## config.mk

```make
export PLATFORM = sky130hd
export DESIGN_NAME = dec_timer_top
export DESIGN_NICKNAME = d
export VERILOG_FILES = /design/src/rtl/dec_pkg.sv /design/src/rtl/dec_ctl_reg.sv /design/src/rtl/dec_counter.sv /design/src/rtl/dec_status.sv /design/src/rtl/dec_timer_top.sv
export SDC_FILE = /design/constraint.sdc
export NUM_CORES = 1
export LEC_CHECK = 0
export BUFFER_PORTS_ARGS = -buffer_cell sky130_fd_sc_hd__buf_2
export CAP_MARGIN = 25
export CORE_AREA = 2 2 120 76
export CTS_CLUSTER_DIAMETER = 100
export DETAILED_ROUTE_END_ITERATION = 12
export DIE_AREA = 0 0 122 78
export GPL_TIMING_DRIVEN = 0
export PLACE_DENSITY = 0.81
export SLEW_MARGIN = 20
export SYNTH_ARGS = -nofsm -noshare
export SYNTH_HDL_FRONTEND = slang
export SYNTH_SLANG_ARGS = --single-unit
```

## constraint.sdc

```tcl
create_clock -name clk -period 4.9 [get_ports clk]
set_input_delay 0.98 -clock clk [delete_from_list [all_inputs] [get_ports clk]]
set_output_delay 0.98 -clock clk [all_outputs]
set_load 0.02 [all_outputs]
```

## src/rtl/dec_pkg.sv

```systemverilog
package dec_pkg;
  localparam int unsigned CTL_IRQ_EN_BIT  = 26;
  localparam int unsigned CTL_AUTO_RLD_BIT = 22;
  localparam int unsigned STS_FLAG_BIT    = 27;

  typedef struct packed {
    logic irq_en;
    logic auto_rld;
  } dec_ctl_t;
endpackage

```

## src/rtl/dec_ctl_reg.sv

```systemverilog
module dec_ctl_reg
  import dec_pkg::*;
#(
  parameter int unsigned REG_W = 32
) (
  input  logic             clk,
  input  logic             rst_n,
  input  logic             we_i,
  input  logic [REG_W-1:0] wdata_i,
  output dec_ctl_t         ctl_o
);
  dec_ctl_t ctl_q;
  logic     unused_wdata;

  assign unused_wdata = ^wdata_i;

  always_ff @(posedge clk) begin
    if (!rst_n) begin
      ctl_q <= '0;
    end else if (we_i) begin
      ctl_q.irq_en   <= wdata_i[CTL_IRQ_EN_BIT];
      ctl_q.auto_rld <= wdata_i[CTL_AUTO_RLD_BIT];
    end
  end

  assign ctl_o = ctl_q;

  AST_CTL_HOLD: assert property (@(posedge clk) disable iff (!rst_n)
    !we_i |=> $stable(ctl_q));
endmodule

```

## src/rtl/dec_counter.sv

```systemverilog
module dec_counter #(
  parameter int unsigned CNT_W = 32
) (
  input  logic             clk,
  input  logic             rst_n,
  input  logic             tick_en_i,
  input  logic             cnt_we_i,
  input  logic [CNT_W-1:0] cnt_wdata_i,
  input  logic             rld_we_i,
  input  logic [CNT_W-1:0] rld_wdata_i,
  input  logic             auto_rld_i,
  output logic [CNT_W-1:0] count_o,
  output logic             expire_o
);
  localparam logic [CNT_W-1:0] ONE = CNT_W'(1);

  logic [CNT_W-1:0] count_q;
  logic [CNT_W-1:0] rld_q;
  logic [CNT_W-1:0] count_d;
  logic             expire;

  // A tick expires the counter when it takes the count from one to zero,
  // or when it lands on a parked zero while automatic restart is armed.
  function automatic logic fn_expires(input logic [CNT_W-1:0] cnt,
                                      input logic tick, input logic wr,
                                      input logic rld_on);
    fn_expires = !wr && tick && ((cnt == ONE) || ((cnt == '0) && rld_on));
  endfunction

  function automatic logic [CNT_W-1:0] fn_step(input logic [CNT_W-1:0] cnt);
    fn_step = (cnt == '0) ? cnt : cnt - ONE;
  endfunction

  assign expire = fn_expires(count_q, tick_en_i, cnt_we_i, auto_rld_i);

  always_comb begin
    count_d = count_q;
    if (cnt_we_i)        count_d = cnt_wdata_i;
    else if (expire)     count_d = auto_rld_i ? rld_q : '0;
    else if (tick_en_i)  count_d = fn_step(count_q);
  end

  always_ff @(posedge clk) begin
    if (!rst_n) begin
      count_q <= '0;
      rld_q   <= '0;
    end else begin
      count_q <= count_d;
      if (rld_we_i) rld_q <= rld_wdata_i;
    end
  end

  assign count_o  = count_q;
  assign expire_o = expire;

  AST_WRITE_WINS: assert property (@(posedge clk) disable iff (!rst_n)
    cnt_we_i |=> count_q == $past(cnt_wdata_i));
  AST_HOLD_NO_TICK: assert property (@(posedge clk) disable iff (!rst_n)
    (!tick_en_i && !cnt_we_i) |=> $stable(count_q));
  AST_PARK_AT_ZERO: assert property (@(posedge clk) disable iff (!rst_n)
    (count_q == '0 && !auto_rld_i && !cnt_we_i) |=> count_q == '0);
  AST_RELOAD_ON_EXPIRY: assert property (@(posedge clk) disable iff (!rst_n)
    (expire && auto_rld_i) |=> count_q == $past(rld_q));
endmodule

```

## src/rtl/dec_status.sv

```systemverilog
module dec_status
  import dec_pkg::*;
#(
  parameter int unsigned REG_W = 32
) (
  input  logic             clk,
  input  logic             rst_n,
  input  logic             expire_i,
  input  logic             clr_we_i,
  input  logic [REG_W-1:0] clr_wdata_i,
  input  logic             irq_en_i,
  output logic [REG_W-1:0] sts_rdata_o,
  output logic             irq_o
);
  logic flag_q;
  logic clr_hit;
  logic unused_mask;

  assign unused_mask = ^clr_wdata_i;
  assign clr_hit     = clr_we_i && clr_wdata_i[STS_FLAG_BIT];

  always_ff @(posedge clk) begin
    if (!rst_n)         flag_q <= 1'b0;
    else if (expire_i)  flag_q <= 1'b1;
    else if (clr_hit)   flag_q <= 1'b0;
  end

  always_comb begin
    sts_rdata_o               = '0;
    sts_rdata_o[STS_FLAG_BIT] = flag_q;
  end

  assign irq_o = flag_q && irq_en_i;

  AST_EXPIRY_SETS_FLAG: assert property (@(posedge clk) disable iff (!rst_n)
    expire_i |=> flag_q);
  AST_CLEAR_WORKS: assert property (@(posedge clk) disable iff (!rst_n)
    (clr_hit && !expire_i) |=> !flag_q);
  AST_IRQ_HAS_CAUSE: assert property (@(posedge clk) disable iff (!rst_n)
    $rose(irq_o) |-> ($past(expire_i) || $rose(irq_en_i)));
endmodule

```

## src/rtl/dec_timer_top.sv

```systemverilog
module dec_timer_top
  import dec_pkg::*;
#(
  parameter int unsigned CNT_W = 32,
  parameter int unsigned REG_W = 32
) (
  input  logic             clk,
  input  logic             rst_n,
  input  logic             tick_en_i,
  input  logic             cnt_we_i,
  input  logic [CNT_W-1:0] cnt_wdata_i,
  input  logic             rld_we_i,
  input  logic [CNT_W-1:0] rld_wdata_i,
  input  logic             ctl_we_i,
  input  logic [REG_W-1:0] ctl_wdata_i,
  input  logic             sts_we_i,
  input  logic [REG_W-1:0] sts_wdata_i,
  output logic [CNT_W-1:0] count_o,
  output logic [REG_W-1:0] sts_rdata_o,
  output logic             irq_o
);
  dec_ctl_t ctl;
  logic     expire;

  dec_ctl_reg #(.REG_W(REG_W)) u_ctl (
    .clk(clk), .rst_n(rst_n), .we_i(ctl_we_i), .wdata_i(ctl_wdata_i),
    .ctl_o(ctl)
  );

  dec_counter #(.CNT_W(CNT_W)) u_cnt (
    .clk(clk), .rst_n(rst_n), .tick_en_i(tick_en_i),
    .cnt_we_i(cnt_we_i), .cnt_wdata_i(cnt_wdata_i),
    .rld_we_i(rld_we_i), .rld_wdata_i(rld_wdata_i),
    .auto_rld_i(ctl.auto_rld), .count_o(count_o), .expire_o(expire)
  );

  dec_status #(.REG_W(REG_W)) u_sts (
    .clk(clk), .rst_n(rst_n), .expire_i(expire),
    .clr_we_i(sts_we_i), .clr_wdata_i(sts_wdata_i),
    .irq_en_i(ctl.irq_en), .sts_rdata_o(sts_rdata_o), .irq_o(irq_o)
  );

  AST_NO_TICK_NO_EXPIRY: assert property (@(posedge clk) disable iff (!rst_n)
    !tick_en_i |=> !$rose(sts_rdata_o[STS_FLAG_BIT]));
endmodule

```

==> impl_metrics.prom <==
# TYPE chip_impl_metric gauge
chip_impl_info{name="min_from",value="u_sts.flag_q"} 1
chip_impl_metric{name="yosys.area_share.xor_xnor",unit="%"} 2.78
chip_impl_info{name="tritoncts",value="done"} 1
chip_impl_metric{name="drt_pass1_iterations",unit=""} 6
chip_impl_metric{name="critical_path.max_fanout",unit=""} 10
chip_impl_metric{name="die_height",unit="um"} 78
chip_impl_metric{name="dieArea",unit="sq um"} 9520
chip_impl_metric{name="layout-area-overhead-vs-synth",unit="%"} 25.7
chip_impl_metric{name="gp_congestion",unit=""} 0.957
chip_impl_metric{name="clockPowerShare",unit="%"} 38.0
chip_impl_metric{name="synth_cell_types",unit=""} 60
chip_impl_metric{name="setup_viol",unit=""} 0
chip_impl_metric{name="post_synthesis_compound_gate_area_fraction",unit="%"} 21.4
chip_impl_metric{name="layout-drive-gt1-share",unit="%"} 27.3
chip_impl_metric{name="worst_slew_margin_relative_to_its_limit",unit="%"} 28.0
chip_impl_metric{name="place_hpwl",unit="um"} 10400
chip_impl_metric{name="fill_cells",unit=""} 772
chip_impl_metric{name="power.net_switching",unit="W"} 0.000490
chip_impl_metric{name="wire_length_of_the_first_global_routing_pass",unit="um"} 21700
chip_impl_metric{name="timing.clock.skew",unit="ns"} 0.00526
chip_impl_metric{name="chipWidth",unit="um"} 122
chip_impl_metric{name="drt-vias-per-instance",unit=""} 5.83
chip_impl_metric{name="num_vias",unit=""} 4476
chip_impl_info{name="r2r_end",value="u_cnt.count_o[2]"} 1
chip_impl_metric{name="seqPwrFrac",unit="%"} 39.4
chip_impl_info{name="status",value="finished, final reports clean"} 1
chip_impl_info{name="final_common_cell",value="sky130_fd_sc_hd__buf_2"} 1
chip_impl_metric{name="layout_worst_path_cycle_share",unit="%"} 63.5
chip_impl_metric{name="power.leakage",unit="nW"} 2.38
chip_impl_metric{name="period_minus_slack",unit="ns"} 3.11
chip_impl_metric{name="power.ir.vdd_worst",unit="mV"} 0.187
chip_impl_metric{name="cts_inserted_buffers",unit=""} 9
chip_impl_metric{name="finalHoldViolations",unit=""} 0
chip_impl_metric{name="start_util",unit="%"} 49.4
chip_impl_metric{name="row_count",unit=""} 26
chip_impl_info{name="synth_flop_cell",value="sky130_fd_sc_hd__dfxtp_1"} 1
chip_impl_metric{name="final_net_count",unit=""} 789
chip_impl_info{name="cp_slowest_cell",value="sky130_fd_sc_hd__nor3_1"} 1
chip_impl_metric{name="number_of_flops_mapped_to_enable_cells_by_yosys",unit=""} 0
chip_impl_info{name="crit_type",value="reg2reg"} 1
chip_impl_metric{name="global_route.usage.total",unit="%"} 29.7
chip_impl_metric{name="yosys.area_share.adder",unit="%"} 0.611
chip_impl_metric{name="max_cap_violations",unit=""} 0
chip_impl_metric{name="syn-instance-count",unit=""} 507
chip_impl_metric{name="power_density",unit="nW/um^2"} 309
chip_impl_metric{name="worst-r2r-cell-count",unit=""} 10
chip_impl_metric{name="vias_in_the_first_global_route",unit=""} 4175
chip_impl_metric{name="num_io_pins",unit=""} 200
chip_impl_metric{name="combPwrFrac",unit="%"} 22.6
chip_impl_info{name="synth_top_family_by_area",value="simple AND/OR/NAND/NOR gates"} 1
chip_impl_metric{name="yosys.area_share.simple",unit="%"} 22.5
chip_impl_metric{name="cts_sinks",unit=""} 67
chip_impl_metric{name="postRouteWirelength",unit="um"} 14100
chip_impl_metric{name="total_power",unit="W"} 0.00159
chip_impl_metric{name="cts_repair_resize_count",unit=""} 0
chip_impl_metric{name="drc",unit=""} 0
chip_impl_metric{name="final_max_slew_viol_count",unit=""} 0
chip_impl_metric{name="cp.buffers_inverters",unit=""} 3
chip_impl_metric{name="crit_path_max_incr_delay",unit="ns"} 0.56
chip_impl_metric{name="max_clock_freq",unit="MHz"} 321
chip_impl_metric{name="place.port_buffers",unit=""} 104
chip_impl_metric{name="final_core_util",unit="%"} 62.1
chip_impl_metric{name="ctsLongestPathBuffers",unit=""} 2
chip_impl_metric{name="grt_overflow_total",unit=""} 0
chip_impl_metric{name="grt_antenna_before_repair",unit=""} 0
chip_impl_metric{name="post_synth.cell_area_avg",unit="sq um"} 8.07
chip_impl_metric{name="internal_power",unit="W"} 0.00110
chip_impl_metric{name="hold_bufs_inserted_after_cts",unit=""} 0
chip_impl_metric{name="htree_num_levels",unit=""} 3
chip_impl_metric{name="postSynthRegisterBits",unit=""} 67
chip_impl_metric{name="floorplan.core_area",unit="sq um"} 8300
chip_impl_metric{name="cts.clk_slew.worst_paths",unit="ns"} 0.05
chip_impl_metric{name="later_pin_clock_latency_in_the_skew_report",unit="ns"} 0.33
chip_impl_metric{name="synth.yosys.seq_area_share",unit="%"} 32.8
chip_impl_metric{name="r2r_setup_slack",unit="ns"} 1.79
chip_impl_info{name="most-common-layout-cells",value="112 x sky130_fd_sc_hd__buf_2, 67 x sky130_fd_sc_hd__dfxtp_1, 56 x sky130_fd_sc_hd__nor2_1"} 1
chip_impl_info{name="launching_element_type_of_the_critical_path",value="flip-flop"} 1
chip_impl_metric{name="n_antenna_cell",unit=""} 0
chip_impl_metric{name="routed_wire_length_per_instance",unit="um"} 18.4
chip_impl_metric{name="share_of_cell_area_taken_by_muxes_after_synthesis",unit="%"} 9.08
chip_impl_metric{name="critical_path_required",unit="ns"} 5.15
chip_impl_metric{name="post_synthesis_cell_area",unit="sq um"} 4090
chip_impl_metric{name="number_of_cells_on_the_worst_hold_path",unit=""} 2
chip_impl_metric{name="worstMarginPinSlew",unit="ns"} 1.07
chip_impl_metric{name="ys_warn_count",unit=""} 0
chip_impl_metric{name="critPathArrivalTime",unit="ns"} 3.36
chip_impl_info{name="min-delay-path-class",value="reg2reg"} 1
chip_impl_info{name="cpLargestDelayFamily",value="simple AND/OR/NAND/NOR gates"} 1
chip_impl_info{name="worstReg2RegStart",value="u_cnt.count_o[0]"} 1
chip_impl_info{name="min_delay_worst_endpoint",value="u_sts.flag_q"} 1
chip_impl_info{name="grt_setup_unrepaired",value="no"} 1
chip_impl_metric{name="post-cts-setup-buffers",unit=""} 0
chip_impl_info{name="setup.worst_path.end_class",value="flip-flop"} 1
chip_impl_metric{name="synth_async_reset_ratio",unit="%"} 0
chip_impl_metric{name="fin_tns_setup",unit="ns"} 0
chip_impl_metric{name="switching_share",unit="%"} 30.8
chip_impl_metric{name="initial_drc_count",unit=""} 497
chip_impl_info{name="cell_chain_of_the_critical_path",value="inv_1 > ha_1 > clkbuf_1 > a21oi_1 > nor3_1 > nand4_2 > buf_2 > a31oi_1 > o22ai_1 > o21ai_1"} 1
chip_impl_metric{name="maximum_number_of_pins_on_one_net_before_global_route_repair",unit=""} 11
chip_impl_info{name="cts_root_buffer",value="sky130_fd_sc_hd__clkbuf_16"} 1
chip_impl_metric{name="final_antenna_net_count",unit=""} 0
worst max path at each step:
stage               slack, ns           endpoint  cells after the start              from
global route             1.69   u_cnt.count_o[2]                     10  u_cnt.count_o[0]
global placement         1.78  u_cnt.count_o[12]                      7         tick_en_i
finish                   1.79   u_cnt.count_o[2]                     10  u_cnt.count_o[0]
CTS                      1.93   u_cnt.count_o[2]                     10  u_cnt.count_o[0]
detailed placement       1.75   u_cnt.count_o[2]                      8         tick_en_i
floorplan                2.36  u_cnt.count_o[18]                      8          cnt_we_i
power by group through the flow:
| stage | Sequential, W | Clock [W] | Combinational [W] |
|---|---|---|---|
| floorplan | 0.000648 | 0 | 0.000222 |
| global placement | 0.000634 | 0 | 0.000340 |
| detailed placement | 0.000636 | 0 | 0.000348 |
| CTS | 0.000625 | 0.000609 | 0.000349 |
| global route | 0.000631 | 0.000640 | 0.000385 |
| finish | 0.000627 | 0.000605 | 0.000359 |
sequential cells by signal, indices dropped and copies added (netlist names):
signal	count
u_sts.flag_q	1
u_cnt.rld_q	32
u_ctl.ctl_o	2
u_cnt.count_o	32
through the flow:
| stage | worst slack, ns | area, sq um | cells | hold WS (ns) |
|---|---|---|---|---|
| 3_3_place_gp | 1.78 | 4870 | 753 | 0.474 |
| 5_1_grt | 1.69 | 5150 | 768 | 0.512 |
| 4_1_cts | 1.93 | 5150 | 768 | 0.481 |
| 3_5_place_dp | 1.75 | 4870 | 753 | 0.471 |
| 6_report | 1.79 | 5150 | 768 | 0.486 |
| 2_1_floorplan | 2.36 | 4210 | 537 | 0.445 |
tightest hold or removal path, cell delays in order (launching register included):
cell	delay (ns)
sky130_fd_sc_hd__dfxtp_1	0.32
sky130_fd_sc_hd__nand2_1	0.06
sky130_fd_sc_hd__a21oi_1	0.05
synthesized netlist by cell type, drive strengths merged (3+ instances only):
| cell | count | share of area [%] |
|---|---|---|
| nor4b | 3 | 0.64 |
| nor4 | 10 | 2.8 |
| nand2 | 47 | 4.3 |
| xor2 | 9 | 1.9 |
| buf | 49 | 8.4 |
| a22oi | 5 | 0.92 |
| xnor2 | 4 | 0.86 |
| a211o | 4 | 0.86 |
| and2 | 7 | 1.1 |
| or3 | 4 | 0.86 |
| dfxtp | 67 | 33 |
| clkbuf | 18 | 1.7 |
| a221oi | 5 | 1.4 |
| nand4 | 4 | 0.92 |
| inv | 8 | 0.73 |
| o22ai | 3 | 0.46 |
| mux2i | 36 | 8.8 |
| o21ai | 29 | 3.5 |
| a31oi | 9 | 1.4 |
| o41ai | 3 | 0.83 |
| nand3 | 21 | 2.6 |
| nor2 | 56 | 5.1 |
| and3 | 4 | 0.61 |
| and4 | 4 | 0.86 |
| o211ai | 5 | 0.92 |
| o31ai | 7 | 1.5 |
| a311oi | 4 | 0.86 |
| a21oi | 44 | 5.4 |
| nor3 | 12 | 1.5 |
| a21boi | 3 | 0.64 |
kinds of logic (layout without fill, tap and decap cells):
| group | Yosys count | count (layout) |
|---|---|---|
| AO/OA/AOI/OAI | 133 | 133 |
| XOR/XNOR | 13 | 13 |
| adder cells (fa/ha/maj) | 2 | 2 |
| buffers and inverters | 75 | 194 |
| flip-flops | 67 | 67 |
| multiplexers | 37 | 37 |
| other | 1 | 31 |
| AND/OR/NAND/NOR | 179 | 179 |
layout make-up:
| class | instances | area (sq um) | area share, % |
|---|---|---|---|
| clock buffer | 13 | 270 | 5.25 |
| inverter | 8 | 30.0 | 0.583 |
| tap | 112 | 140 | 2.72 |
| clock inverter | 2 | 10.0 | 0.194 |
| sequential | 67 | 1340 | 26.1 |
| timing repair buffer | 104 | 520 | 10.1 |
| multi-input combinational | 395 | 2420 | 47.1 |
| buffer | 67 | 412 | 8.00 |
layer usage:
layer / part of all wire [%] / vias up / GRT usage, %
met4: 2.1 / 0 / 8.51
li1: - / 2073 / -
met1: 43 / 2057 / 41.1
met5: 0 / - / 0
met3: 13 / 35 / 8.46
met2: 42 / 311 / 44.9
Power figures use the tool's default switching activity.
